[src/rtl/rsq_pkg.sv]
package rsq_pkg;

  typedef enum logic [2:0] {
    ST_RST, ST_TMO, ST_RUN, ST_SLP, ST_WAK, ST_WRS
  } rsq_state_e;

  typedef enum logic [3:0] {
    EV_NONE, EV_PON, EV_BRN, EV_PIN_RUN, EV_PIN_SLP,
    EV_WDT_RUN, EV_WDT_SLP, EV_IRQ, EV_SLEEP, EV_CLR
  } rsq_event_e;

  typedef enum logic [1:0] {
    OSC_EXT = 2'b00, OSC_RC = 2'b01, OSC_XT = 2'b10, OSC_LF = 2'b11
  } rsq_osc_e;

  localparam int FL_WDT = 3;
  localparam int FL_SLP = 2;
  localparam int FL_PON = 1;
  localparam int FL_BRN = 0;
  localparam int FL_W   = 4;

  localparam logic [FL_W-1:0] FLAGS_PON = 4'b1101;
  localparam logic [FL_W-1:0] FLAGS_BRN = 4'b1110;

  function automatic logic osc_needs_ost(input logic [1:0] mode);
    return (mode == OSC_XT) || (mode == OSC_LF);
  endfunction

endpackage

[src/rtl/rsq_timer.sv]
module rsq_timer #(
  parameter int unsigned LIM = 16
) (
  input  logic clk_i,
  input  logic rst_ni,
  input  logic en_i,
  output logic done_o
);
  localparam int unsigned CW = $clog2(LIM + 1);
  localparam logic [CW-1:0] LAST = CW'(LIM - 1);

  logic [CW-1:0] cnt_q;

  // clears whenever idle so each enable window counts from zero; saturates
  always_ff @(posedge clk_i or negedge rst_ni) begin
    if (!rst_ni)             cnt_q <= '0;
    else if (!en_i)          cnt_q <= '0;
    else if (cnt_q != LAST)  cnt_q <= cnt_q + 1'b1;
  end

  assign done_o = en_i && (cnt_q == LAST);

  AST_DONE_HOLD: assert property (@(posedge clk_i) disable iff (!rst_ni)
    (en_i && done_o) |=> (!en_i || done_o));

endmodule

[src/rtl/rsq_evt_dec.sv]
module rsq_evt_dec
  import rsq_pkg::*;
(
  input  rsq_state_e state_i,
  input  logic       por_ok_i,
  input  logic       ext_rst_ni,
  input  logic       bor_i,
  input  logic       wdt_to_i,
  input  logic       sleep_i,
  input  logic       wdt_clr_i,
  input  logic       irq_wake_i,
  output rsq_event_e ev_o
);
  always_comb begin
    ev_o = EV_NONE;
    if (!por_ok_i)   ev_o = EV_PON;
    else if (bor_i)  ev_o = EV_BRN;
    else begin
      case (state_i)
        ST_RUN: begin
          if (!ext_rst_ni)     ev_o = EV_PIN_RUN;
          else if (wdt_to_i)   ev_o = EV_WDT_RUN;
          else if (sleep_i)    ev_o = EV_SLEEP;
          else if (wdt_clr_i)  ev_o = EV_CLR;
        end
        ST_SLP: begin
          if (!ext_rst_ni)     ev_o = EV_PIN_SLP;
          else if (wdt_to_i)   ev_o = EV_WDT_SLP;
          else if (irq_wake_i) ev_o = EV_IRQ;
        end
        ST_WAK: begin
          if (!ext_rst_ni)     ev_o = EV_PIN_SLP;
        end
        default: begin
          if (!ext_rst_ni)     ev_o = EV_PIN_RUN;
        end
      endcase
    end
  end
endmodule

[src/rtl/rsq_flags.sv]
module rsq_flags
  import rsq_pkg::*;
(
  input  logic            clk_i,
  input  logic            rst_ni,
  input  rsq_event_e      ev_i,
  output logic [FL_W-1:0] flags_o,
  output logic            pc_zero_o
);
  logic [FL_W-1:0] fl_q;
  logic            pcz_q;

  always_ff @(posedge clk_i or negedge rst_ni) begin
    if (!rst_ni) begin
      fl_q  <= FLAGS_PON;
      pcz_q <= 1'b1;
    end else begin
      case (ev_i)
        EV_PON: begin fl_q <= FLAGS_PON; pcz_q <= 1'b1; end
        EV_BRN: begin fl_q <= FLAGS_BRN; pcz_q <= 1'b1; end
        EV_PIN_RUN: pcz_q <= 1'b1;
        EV_PIN_SLP: begin
          fl_q[FL_WDT] <= 1'b1;
          fl_q[FL_SLP] <= 1'b0;
          pcz_q        <= 1'b1;
        end
        EV_WDT_RUN: begin
          fl_q[FL_WDT] <= 1'b0;
          fl_q[FL_SLP] <= 1'b1;
          pcz_q        <= 1'b1;
        end
        EV_WDT_SLP: begin
          fl_q[FL_WDT] <= 1'b0;
          fl_q[FL_SLP] <= 1'b0;
          pcz_q        <= 1'b0;
        end
        EV_IRQ: begin
          fl_q[FL_SLP] <= 1'b0;
          pcz_q        <= 1'b0;
        end
        EV_SLEEP: fl_q[FL_SLP] <= 1'b0;
        EV_CLR: begin
          fl_q[FL_WDT] <= 1'b1;
          fl_q[FL_SLP] <= 1'b1;
        end
        default: ;
      endcase
    end
  end

  assign flags_o   = fl_q;
  assign pc_zero_o = pcz_q;

  AST_PON_FLAGS: assert property (@(posedge clk_i) disable iff (!rst_ni)
    (ev_i == EV_PON) |=> (flags_o == 4'b1101 && pc_zero_o));
  AST_PIN_KEEP: assert property (@(posedge clk_i) disable iff (!rst_ni)
    (ev_i == EV_PIN_RUN) |=> (flags_o == $past(flags_o) && pc_zero_o));
  AST_WDT_RUN_FLAGS: assert property (@(posedge clk_i) disable iff (!rst_ni)
    (ev_i == EV_WDT_RUN) |=> (!flags_o[FL_WDT] && flags_o[FL_SLP] && pc_zero_o));
  AST_WDT_SLP_FLAGS: assert property (@(posedge clk_i) disable iff (!rst_ni)
    (ev_i == EV_WDT_SLP) |=> (flags_o[FL_WDT:FL_SLP] == 2'b00));
  AST_CLR_FLAGS: assert property (@(posedge clk_i) disable iff (!rst_ni)
    (ev_i == EV_CLR) |=> (flags_o[FL_WDT:FL_SLP] == 2'b11));

endmodule

[src/rtl/rst_seq_ctrl.sv]
module rst_seq_ctrl
  import rsq_pkg::*;
#(
  parameter int unsigned PWRT_CYC = 4096,
  parameter int unsigned OST_CYC  = 1024
) (
  input  logic       clk_i,
  input  logic       rst_ni,
  input  logic       por_ok_i,
  input  logic       ext_rst_ni,
  input  logic       bor_i,
  input  logic       wdt_to_i,
  input  logic       sleep_i,
  input  logic       wdt_clr_i,
  input  logic       irq_wake_i,
  input  logic [1:0] osc_mode_i,
  output logic       core_rst_o,
  output logic       run_o,
  output logic       stall_o,
  output logic       pc_zero_o,
  output logic [3:0] flags_o
);
  rsq_state_e state_q, state_d;
  rsq_event_e ev;
  logic xtal, pwrt_en, ost_en, pwrt_done, ost_done;

  assign xtal = osc_needs_ost(osc_mode_i);

  rsq_evt_dec u_dec (
    .state_i   (state_q),
    .por_ok_i  (por_ok_i),
    .ext_rst_ni(ext_rst_ni),
    .bor_i     (bor_i),
    .wdt_to_i  (wdt_to_i),
    .sleep_i   (sleep_i),
    .wdt_clr_i (wdt_clr_i),
    .irq_wake_i(irq_wake_i),
    .ev_o      (ev)
  );

  // both timers start together on entry; start-up timer also covers wake
  assign pwrt_en = (state_q == ST_TMO);
  assign ost_en  = xtal && ((state_q == ST_TMO) || (state_q == ST_WAK));

  rsq_timer #(.LIM(PWRT_CYC)) u_pwrt (
    .clk_i (clk_i),
    .rst_ni(rst_ni),
    .en_i  (pwrt_en),
    .done_o(pwrt_done)
  );

  rsq_timer #(.LIM(OST_CYC)) u_ost (
    .clk_i (clk_i),
    .rst_ni(rst_ni),
    .en_i  (ost_en),
    .done_o(ost_done)
  );

  always_comb begin
    state_d = state_q;
    case (ev)
      EV_PON, EV_BRN, EV_PIN_RUN, EV_PIN_SLP: state_d = ST_RST;
      EV_WDT_RUN:         state_d = ST_WRS;
      EV_SLEEP:           state_d = ST_SLP;
      EV_WDT_SLP, EV_IRQ: state_d = xtal ? ST_WAK : ST_RUN;
      EV_CLR:             state_d = ST_RUN;
      default: begin
        case (state_q)
          ST_RST: state_d = ST_TMO;
          ST_TMO: if (pwrt_done && (ost_done || !xtal)) state_d = ST_RUN;
          ST_WAK: if (ost_done) state_d = ST_RUN;
          ST_WRS: state_d = ST_RUN;
          default: ;
        endcase
      end
    endcase
  end

  always_ff @(posedge clk_i or negedge rst_ni) begin
    if (!rst_ni) state_q <= ST_RST;
    else         state_q <= state_d;
  end

  rsq_flags u_flags (
    .clk_i    (clk_i),
    .rst_ni   (rst_ni),
    .ev_i     (ev),
    .flags_o  (flags_o),
    .pc_zero_o(pc_zero_o)
  );

  assign core_rst_o = (state_q == ST_RST) || (state_q == ST_TMO) || (state_q == ST_WRS);
  assign run_o      = (state_q == ST_RUN);
  assign stall_o    = (state_q == ST_SLP) || (state_q == ST_WAK);

  AST_ONE_COND: assert property (@(posedge clk_i) disable iff (!rst_ni)
    $onehot0({core_rst_o, run_o, stall_o}));
  AST_BOR_HOLD: assert property (@(posedge clk_i) disable iff (!rst_ni)
    (por_ok_i && bor_i) |=> (core_rst_o && !flags_o[FL_BRN] && flags_o[FL_PON]));
  AST_PIN_LOW: assert property (@(posedge clk_i) disable iff (!rst_ni)
    !ext_rst_ni |=> core_rst_o);
  AST_WRS_SHORT: assert property (@(posedge clk_i) disable iff (!rst_ni)
    (state_q == ST_WRS && ev == EV_NONE) |=> run_o);
  AST_SLEEP_ENTRY: assert property (@(posedge clk_i) disable iff (!rst_ni)
    (ev == EV_SLEEP) |=> (stall_o && !flags_o[FL_SLP]));
  AST_WAKE_NO_RST: assert property (@(posedge clk_i) disable iff (!rst_ni)
    (ev == EV_IRQ || ev == EV_WDT_SLP) |=> (!core_rst_o && !pc_zero_o));
  AST_PIN_SLP: assert property (@(posedge clk_i) disable iff (!rst_ni)
    (ev == EV_PIN_SLP) |=> (core_rst_o && flags_o[FL_WDT] && !flags_o[FL_SLP]));

endmodule

[config.mk]
export PLATFORM = sky130hd
export DESIGN_NAME = rst_seq_ctrl
export DESIGN_NICKNAME = d
export VERILOG_FILES = /design/src/rtl/rsq_pkg.sv /design/src/rtl/rsq_timer.sv /design/src/rtl/rsq_evt_dec.sv /design/src/rtl/rsq_flags.sv /design/src/rtl/rst_seq_ctrl.sv
export SDC_FILE = /design/constraint.sdc
export NUM_CORES = 1
export LEC_CHECK = 0
export ABC_AREA = 1
export BUFFER_PORTS_ARGS = -buffer_cell sky130_fd_sc_hd__buf_2
export CAP_MARGIN = 0
export CORE_MARGIN = 4
export CORE_UTILIZATION = 25
export CTS_CLUSTER_SIZE = 14
export DETAILED_ROUTE_END_ITERATION = 10
export PLACE_DENSITY = 0.39
export SLEW_MARGIN = 25
export SYNTH_ARGS = -nofsm -noshare
export SYNTH_HDL_FRONTEND = slang
export SYNTH_SLANG_ARGS = --single-unit
[constraint.sdc]
create_clock -name clk_i -period 1.8 [get_ports clk_i]
set_clock_uncertainty 0.15 [all_clocks]
set_input_delay 0.54 -clock clk_i [delete_from_list [all_inputs] [get_ports clk_i]]
set_output_delay 0.54 -clock clk_i [all_outputs]
set_load 0.01 [all_outputs]
### Yosys cells after proc, flatten, opt, wreduce, memory -nomap -nowiden

Cells that the tools add are included.
Widths: inputs -> output; s select.

| operators by class | value |
|---|---|
| add/sub/neg operators | 2 |
| $lt $le $gt $ge | 0 |
| bitwise logic cells | 0 |
| shifts and indexed selects | 0 |
| reduce and logical (&&, ||, !) cells | 25 |
| $mul | 0 |
| div/mod/pow operators | 0 |
| eq/ne operators | 24 |
| muxes and demuxes | 25 |

Operators by type and width:

| cell | count |
|---|---|
| $mux 4 | 8 |
| $mux 13 | 2 |
| $mux 11 | 2 |
| $eq 4x3->1 const B | 4 |
| $reduce_or 4->1 | 4 |
| $mux 3 | 5 |
| $pmux 3 s5 | 1 |
| $add 13x1->13 const B | 1 |
| $eq 13x12->1 const B | 1 |
| $ne 13x12->1 const B | 1 |
| $pmux 3 s4 | 1 |
| $pmux 4 s3 | 1 |
| $add 11x1->11 const B | 1 |
| $eq 11x10->1 const B | 1 |
| $ne 11x10->1 const B | 1 |
| $reduce_bool 9->1 | 1 |
| $eq 4x2->1 const B | 2 |
| $eq 4x4->1 const B | 2 |
| $reduce_bool 2->1 | 4 |
| $ne 7x3->1 const B | 1 |
| $ne 7x4->1 const B | 1 |
| $eq 3x2->1 const B | 2 |
| $eq 3x3->1 const B | 2 |
| $logic_or 1x1->1 | 6 |
| other kinds (13) | 21 |

| storage, ports and cells | value |
|---|---|
| bits in read-only memories | 0 |
| latch bits | 0 |
| output and inout bits | 8 |
| bits in registers | 32 |
| word-level logic and storage cells | 83 |
| memories | 0 |
| memory bits (writable) | 0 |

### Depth between registers and ports, before layout

Gate-level depths: netlist (run 1).

| depth | value |
|---|---|
| depth in word-level cells | 11 |
| gate-level depth with buffers | 15 |
| depth with buffers taken out | 14 |

### Hierarchy

Synthesis (run 1) repeated with hierarchy kept, for this count alone.

| second synthesis, totals | value |
|---|---|
| cell total of the unflattened synthesis | 339 |
| area, all modules | 2,285.9 um2 |

Modules (own cells, without submodules):

| module | times used | cells an instance | area each (um2) | sequential area each (um2) |
|---|---|---|---|---|
| rsq_timer (u_pwrt) | 1 | 105 | 807.0 | 325.3 |
| rsq_timer (u_ost) | 1 | 81 | 619.3 | 275.3 |
| rst_seq_ctrl | 1 | 71 | 405.4 | 75.1 |
| rsq_flags | 1 | 41 | 277.8 | 130.1 |
| rsq_evt_dec | 1 | 41 | 176.4 | 0.0 |

### Worst setup path after synthesis (run 1)

OpenSTA, ideal clock, no wires.

| path | value |
|---|---|
| path type | input-to-reg |
| start point | input por_ok_i |
| end point | register state_q[0] |
| stages on the path | 12 |
| required time | 1.531 ns |
| library setup time | 0.119 ns |
| path slack | -0.095 ns |
| data arrival time | 1.626 ns |
| cell sequence | buf_4 -> inv_1 -> nor2_2 -> nand2_2 -> nor2_4 -> nor2_2 -> nand2_2 -> nand2_2 -> nor2_4 -> nand3_2 -> nor2_1 -> nor2_1 |

| on the way | value |
|---|---|
| longest elaborated chain between the ends | 5 |
| elaborated cells between the ends (all ways) | 17 |
| those cells by class | eq/ne: 11; mux: 2; reduce/logical: 4 |

RTL lines:

| what | line | source |
|---|---|---|
| from (decl) | rst_seq_ctrl.sv:9 | `input logic por_ok_i,` |
| $mux 4 * | rsq_evt_dec.sv:16 | `if (!por_ok_i) ev_o = EV_PON;` |
| $eq 4x2->1 (tied with other cells) | rst_seq_ctrl.sv:61 | `case (ev)` |
| $reduce_or 4->1 / $reduce_or 2->1 (equally long branches) | -- |  |
| $ne 7x4->1 (no source line) (tied with other cells) | -- |  |
| $reduce_and 3->1 (no source line) | -- |  |
| to (signal assigned) | rst_seq_ctrl.sv:81 | `else state_q <= state_d;` |
| to (decl) | rst_seq_ctrl.sv:23 | `rsq_state_e state_q, state_d;` |

Every way passes the cells marked *; elsewhere a longest branch is shown, timed or not.
A chain may end at the register's enable or synchronous reset.

### Worst setup path in the final report (run 1)

| path | value |
|---|---|
| start point | register state_q[2] |
| end point | register state_q[0] |

| on the way | value |
|---|---|
| longest elaborated chain between the ends | 8 |
| elaborated cells between the ends (all ways) | 32 |
| those cells by class | eq/ne: 16; mux: 5; reduce/logical: 11 |

RTL lines:

| what | line |
|---|---|
| $eq 3x3->1 (tied with other cells) | rsq_evt_dec.sv:19, rst_seq_ctrl.sv:43, rst_seq_ctrl.sv:68 |
| $pmux 4 s3 / $logic_or 1x1->1 (equally long branches) | rsq_evt_dec.sv:19, rst_seq_ctrl.sv:43 |
| $mux 4 / $logic_and 1x1->1 (equally long branches) | rsq_evt_dec.sv:17, rst_seq_ctrl.sv:43 |
| $mux 4 / $logic_and 1x1->1 (equally long branches) | rsq_evt_dec.sv:16, rsq_timer.sv:21 |
| $eq 4x2->1 (tied with other cells) | rst_seq_ctrl.sv:61 |
| $reduce_or 4->1 (tied with other cells) | -- |
| $ne 7x4->1 (no source line) (tied with other cells) | -- |
| $reduce_and 3->1 (no source line) | -- |

Parallel ways exist; a longest one is shown, timed or not.

==> results.md, run 1 <==
* # port buffers at 17
* Critical Path Source Type: flip-flop
* Failing checks: negative setup slack
* Reg2reg path depth at 13
* Synthesized Nets at 269
* CTS Hold Bufs at 0
* Die X at between 90 and 100 um
* Final wirelength at roughly 5.1 mm
* Slew HR at just over 70%
* Logic pwr share at 22.9%
* Clock tree from TritonCTS: yes
* Area occupied by multi-input gates at 1300 um2
* Worst Path Required at around 1.8 ns
* RSZ-0062 raised after global routing: yes
* Via/cell ratio at ~4.3
* Gpl congestion at approximately 0.78
* Area Overhead vs Synth at 56.6%
* Layout Cells excl Fill at approximately 450
* DR WL/cell at roughly 11 um
* Commonest non-fill, non-tap cell in the layout: buf_4
* Inst Count DP at between 400 and 500
* Worst-skew pair later-pin latency at about 0.28 ns
* Synth area leader: dfrtp_1
* Ports at 19
* Critical path depth at 13
* Crit path max-delay family: simple AND/OR/NAND/NOR gates
* Worst slew pin tran at 0.435 ns
* Mapped Area at around 2000 um2
* Final Max Slew Viols at 0
* Initial antenna violation count at 0
* Final Setup Violations at 14
* CP arrival at around 2 ns
* DIE AREA at approximately 9500 um2
* Diode count at 0
* Switch share at 30.0%
* Starting Density at 25.8%
* Worst Path Max Fanout at 5
* Drt drc at 0
* Pin count of the biggest net entering global routing at 33
* Total GRT Usage at roughly 11%
* Slack of the critical path at -0.195 ns
* Cell variety after synth at 35
* H-tree levels at 2
* Clock Path Buffers at 2
* CTS buffer count at 5
* Seq pwr share at 43.7%
* Gate Count Post-Synth at 256
* Total power at ~1.8 mW
* Power Density at ~560 nW/um2
* Vias in the first global route at approximately 1900
* Maximum vdd drop at 0.000348 V
* Warnings from Yosys at 0
* Detail Route Antenna Nets at 0
* Clock Pin Slew Worst Setup and Hold Paths at roughly 0.080 ns
* Vias at 1934
* Clock Tree Root: clkbuf_8
* First-pass GRT wire length at approximately 8.7 mm
* Syn avg cell area at approximately 7.8 um2
* Pleak at 1.39 nW
* Crit-path max cell delay at approximately 0.44 ns
* Seq cells post-synth at 32
* Initial drt markers at 44
* Crit path buf inv count at 1
* Post-synthesis sequential area ratio at 40.3%
* Chip Height at 97.5 um
* Cell mode on critical path: nor2_4
* Slowest cell on crit path: dfrtp_2
* Pint at roughly 1.2 mW
* WHS at 0.125 ns
* CP Cell Sequence: buf_6 -> nor2_4 -> nand2_4 -> nor2_2 -> nor2_2 -> nor2_4 -> nor2_4 -> nand2_2 -> nand2_4 -> nor2_4 -> nand3_2 -> nor2_1 -> nor2_1
* Ranking of synthesized cells by area: dfrtp_1 (35%), nand2_1 (9.0%), inv_1 (5.4%), nor2_1 (5.4%), dfstp_2 (5.3%)
* Commonest non-fill, non-tap cells in the layout: buf_4 (61), nand2_1 (40), inv_1 (27)
* HPWL Detailed at about 3.6 mm
* Psw at 526 uW
* Share of cells above drive strength 1 at approximately 50%
* Core area at about 7800 um2
* Filler cells at around 840
* Final Hold Vio Count at 0
* Post-synth top area share at between 30% and 40%
* Hold Path Class: in -> async
* FMAX at between 0.5 and 0.6 GHz
* Congestion Overflow GR at 0
* Worst Setup End Kind: flip-flop
* Clk sinks at 32
* Final #Nets at approximately 360
* Critical path class: reg -> reg
* Period utilization at 111%
* Post-layout min period at 2.00 ns
* Rows at 32
* FF/Latch Area at just over 800 um2
* Maximum capacitance violations at 0
* First-pass DRT Iterations at 4
* Clock power frac at 33.3%
* Status: complete, but fails checks
-- cell type report --
class	instances	area share [%]
well taps	102	4.07
inverters	34	4.31
clock buffers	6	2.63
repair buffers	88	21.3
flip-flops and latches	32	25.8
multi-input cells	187	41.5
clock inverters	2	0.319
-- state kept, by name (all words and copies together), names as in the netlist --
register / count
u_ost.cnt_q: 11
u_flags.flags_o: 4
state_q: 3
u_flags.pc_zero_o: 1
u_pwrt.cnt_q: 13
-- metrics by stage --
step,setup slack [ns],utilization (%),setup TNS (ns),instance area (um2)
final,-0.195,40.4,-1.43,3140
after global routing,-0.353,40.4,-3.39,3140
after global placement,-0.272,34.0,-2.04,2640
after floorplan,-0.0104,-,-0.0104,2020
after CTS,-0.168,37.4,-1.19,2910
after detailed placement,-0.272,34.0,-2.09,2640
-- worst paths after layout --
kind | slack, ns | to | startpoint
max | -0.20 | state_q[0]$_DFFE_PN0P_ | state_q[2]$_DFFE_PN0P_
min | 0.13 | u_pwrt.cnt_q[9]$_DFFE_PN0N_ | rst_ni
max reg2reg | -0.20 | state_q[0]$_DFFE_PN0P_ | state_q[2]$_DFFE_PN0P_
min reg2reg | 0.31 | u_flags.flags_o[0]$_DFFE_PN1P_ | u_flags.flags_o[0]$_DFFE_PN1P_
max in group asynchronous | 1.02 | u_flags.flags_o[0]$_DFFE_PN1P_ | rst_ni
min in group clk_i | 0.31 | u_flags.flags_o[0]$_DFFE_PN1P_ | u_flags.flags_o[0]$_DFFE_PN1P_
-- synth_stat cells, drive strengths merged --
master  instances
a211oi          2
a21boi          1
a21oi           8
a22o            1
a31oi           3
buf             3
dfrtp          28
dfstp           4
ha              2
inv            34
nand2          59
nand3          25
nand3b          1
nand4          12
nor2           39
nor3            6
nor4            2
o21ai          16
o21bai          2
o31a            1
o31ai           1
or2             2
xor2            4
-- repair_timing --
action                                  CTS  global route
endpoints found under the setup margin   18            24
buffers inserted                          6             8
gates resized for setup                  35            43
pin swaps                                12            23
endpoints found under the hold margin     0             0
-- metal layers --
metal	track usage, %	up-vias	routed length, um
met3	2.30	5	106
met1	14.8	881	2390
met4	4.05	0	62
li1	-	1031	-
met5	0	-	0
met2	16.8	17	2500
-- power groups by stage --
stage | Combinational [mW] | Clock, mW | Sequential (mW)
5_1_grt | 0.450 | 0.657 | 0.769
2_1_floorplan | 0.192 | 0 | 0.766
3_5_place_dp | 0.338 | 0 | 0.769
6_report | 0.402 | 0.584 | 0.767
3_3_place_gp | 0.337 | 0 | 0.769
4_1_cts | 0.371 | 0.625 | 0.760
-- cells by family (layout without fill, tap and decap cells) --
kind of cell    after synthesis  after routing  synth area share [%]
simple gates                146            146                  38.5
buf+inv                      37            130                  8.00
compound gates               35             35                  10.3
flops                        32             32                  40.2
xor+xnor                      4              4                  1.75
fa+ha+maj                     2              2                  1.25
No activity file was read; power rests on OpenSTA's default activity.
==> inputs of run 2 (changes only) <==
--- a/config.mk
+++ b/config.mk
@@ -7,12 +7,12 @@
 export LEC_CHECK = 0
 export ABC_AREA = 1
 export BUFFER_PORTS_ARGS = -buffer_cell sky130_fd_sc_hd__buf_2
-export CAP_MARGIN = 0
+export CAP_MARGIN = 15
 export CORE_MARGIN = 4
 export CORE_UTILIZATION = 25
 export CTS_CLUSTER_SIZE = 14
 export DETAILED_ROUTE_END_ITERATION = 10
-export PLACE_DENSITY = 0.39
+export PLACE_DENSITY_LB_ADDON = 0.25
 export SLEW_MARGIN = 25
 export SYNTH_ARGS = -nofsm -noshare
 export SYNTH_HDL_FRONTEND = slang
==> results.md, run 2 (synthesis gave the netlist of run 1 again) <==
* Starting Density at 25.8% (unchanged)
* Met2 Wirelength at 2.36 mm (was 2.50 mm)
* Setup tns final at -1.19 ns (was -1.43 ns)
* Total GRT Usage at 10.6% (was 10.9%)
* Share of cells above drive strength 1 at 49.0% (was 50.1%)
* H-tree levels at 2 (unchanged)
* Critical path class: reg -> out (was reg -> reg)
* Layout Cells excl Fill at 449 (was 451)
* Via/cell ratio at 4.33 (was 4.29)
* Detail Route Antenna Nets at 0 (unchanged)
* Hold Path Class: in -> async (unchanged)
* Worst Path Max Fanout at 4 (was 5)
* Power Density at 631 nW/um2 (was 559 nW/um2)
* Met3 WL post-DR at 108 um (was 106 um)
* Inst Count DP at 426 (was 431)
* Design Area, Final at 3090 um2 (was 3140 um2)
* DIE AREA at 9500 um2 (unchanged)
* Final Hold Vio Count at 0 (unchanged)
* Status: complete, but fails checks (unchanged)
* CP arrival at 1.28 ns (was 2.01 ns)
* Chip Height at 97.5 um (unchanged)
* Worst slew pin tran at 0.427 ns (was 0.435 ns)
* DR WL/cell at 11.1 um (was 11.2 um)
* Final core utilization at 39.8% (was 40.4%)
* Worst Path Required at 1.11 ns (was 1.82 ns)
* Final #Nets at 359 (was 361)
* Placed Area at 2600 um2 (was 2640 um2)
* Maximum capacitance violations at 0 (unchanged)
* CP Cell Sequence: inv_2 -> nand3_2 -> buf_6 -> nand2_4 -> buf_6 -> buf_6 (was buf_6 -> nor2_4 -> nand2_4 -> nor2_2 -> nor2_2 -> nor2_4 -> nor2_4 -> nand2_2 -> nand2_4 -> nor2_4 -> nand3_2 -> nor2_1 -> nor2_1)
* Vias in the first global route at 1988 (was 1889)
* Rows at 32 (unchanged)
* Pin count of the biggest net entering global routing at 33 (unchanged)
* CTS buffer count at 5 (unchanged)
* Clock tree from TritonCTS: yes (unchanged)
* Clk sinks at 32 (unchanged)
* Final Max Slew Viols at 0 (unchanged)
* Ports at 19 (unchanged)
* Uppermost layer routed: met4 (unchanged)
* Worst Setup End Kind: output pin (was flip-flop)
* Final wirelength at 4.97 mm (was 5.06 mm)
* # port buffers at 17 (unchanged)
* Top reg by flops: u_pwrt.cnt_q (unchanged)
* Congestion Overflow GR at 0 (unchanged)
* Period utilization at 109% (was 111%)
* Post-layout min period at 1.97 ns (was 2.00 ns)
* Crit-path max cell delay at 0.43 ns (was 0.44 ns)
* First-pass DRT Iterations at 4 (unchanged)
* Total power at 1.95 mW (was 1.75 mW)
* Slowest cell on crit path: dfrtp_1 (was dfrtp_2)
* Critical Path Source Type: flip-flop (unchanged)
* RSZ-0062 raised after global routing: yes (unchanged)
* Max reg flops at 13 (unchanged)
* First-pass GRT wire length at 8.53 mm (was 8.65 mm)
* Clock Tree Root: clkbuf_8 (unchanged)
* Slew HR at 71.6% (was 71.0%)
* Metal-1 WL at 2.49 mm (was 2.39 mm)
* Gpl congestion at 0.835 (was 0.781)
* Core area at 7770 um2 (unchanged)
* Initial drt markers at 37 (was 44)
* Cell mode on critical path: buf_6 (was nor2_4)
* Commonest non-fill, non-tap cells in the layout: buf_4 (60), nand2_1 (40), inv_1 (26), dfrtp_1 (26), nor2_1 (22) (was buf_4 (61), nand2_1 (40), inv_1 (27))
* Slack of the critical path at -0.167 ns (was -0.195 ns)
* Commonest non-fill, non-tap cell in the layout: buf_4 (unchanged)
* Area Overhead vs Synth at 54.3% (was 56.6%)
* Vias at 1945 (was 1934)
* Initial antenna violation count at 0 (unchanged)
* Clock Pin Slew Worst Setup and Hold Paths at 0.07 ns (was 0.08 ns)
* Die X at 97.5 um (unchanged)
* Filler cells at 840 (was 838)
* Diode count at 0 (unchanged)
* Final Setup Violations at 12 (was 14)
* Failing checks: negative setup slack (unchanged)
* Worst-skew pair later-pin latency at 0.29 ns (was 0.28 ns)
* Maximum vdd drop at 0.000500 V (was 0.000348 V)
* Drt drc at 0 (unchanged)
* Clock Path Buffers at 2 (unchanged)
* FMAX at 0.508 GHz (was 0.501 GHz)
* Pleak at 1.39 nW (about the same)
* HPWL Detailed at 3.47 mm (was 3.62 mm)
[run 2: cell count changes in the layout (fill, tap and decap cells not counted), sizes merged]
| cell | delta |
|---|---|
| bufinv | +1 |
| clkbuf | +1 |
| clkinv | -2 |
| buf | -2 |
[run 2: report_power, final]
group          leakage (nW)  total, mW  switching [mW]  internal, mW
clock network        0.0645      0.771           0.282         0.489
logic                 0.896      0.417           0.224         0.193
registers             0.427      0.762          0.0228         0.739
total                  1.39       1.95           0.529          1.42
[run 2: critical path: cells and delay by family, from the launching register on]
kind | cells | cell delay (ns)
flops | 1 | 0.43
buf+inv | 4 | 0.42
simple gates | 2 | 0.15
[run 2: worst paths after layout]
check                                          startpoint                              to  slack, ns  cells past startpoint
min in group clk_i         u_flags.flags_o[0]$_DFFE_PN1P_  u_flags.flags_o[0]$_DFFE_PN1P_       0.32                      2
max                                state_q[2]$_DFFE_PN0P_                         stall_o      -0.17                      6
min                                                rst_ni    u_pwrt.cnt_q[10]$_DFFE_PN0N_       0.11                      2
min reg2reg                u_flags.flags_o[0]$_DFFE_PN1P_  u_flags.flags_o[0]$_DFFE_PN1P_       0.32                      2
max in group asynchronous                          rst_ni  u_flags.flags_o[0]$_DFFE_PN1P_       1.03                      2
max reg2reg                        state_q[2]$_DFFE_PN0P_          state_q[0]$_DFFE_PN0P_      -0.14                     13
[run 2: final cells by class]
| type | count | area [um2] | area share [%] |
|---|---|---|---|
| tap | 102 | 128 | 4.13 |
| multi-input combinational | 187 | 1240 | 40.1 |
| sequential | 32 | 808 | 26.2 |
| timing repair buffer | 86 | 658 | 21.3 |
| clock inverter | 1 | 30.0 | 0.972 |
| inverter | 34 | 130 | 4.21 |
| clock buffer | 7 | 96.3 | 3.12 |
[run 2: metal layers]
metal	up-vias	track usage, %
met3	2	3.23
met2	15	18.0
met5	-	0
met4	0	2.13
li1	1025	-
met1	903	13.3
[run 2: what timing repair did]
item | in CTS | in global routing
hold buffers | 0 | 0
buffers inserted | 7 | 8
setup endpoints to repair | 18 | 27
resized for setup | 24 | 39
endpoints found under the hold margin | 0 | 0
pin swaps | 12 | 21
[run 2: through the flow]
step	setup WS (ns)	hold slack, ns
2_1_floorplan	-0.0104	0.0944
3_3_place_gp	-0.271	0.303
3_5_place_dp	-0.281	0.308
4_1_cts	-0.171	0.132
5_1_grt	-0.273	0.143
6_report	-0.167	0.110
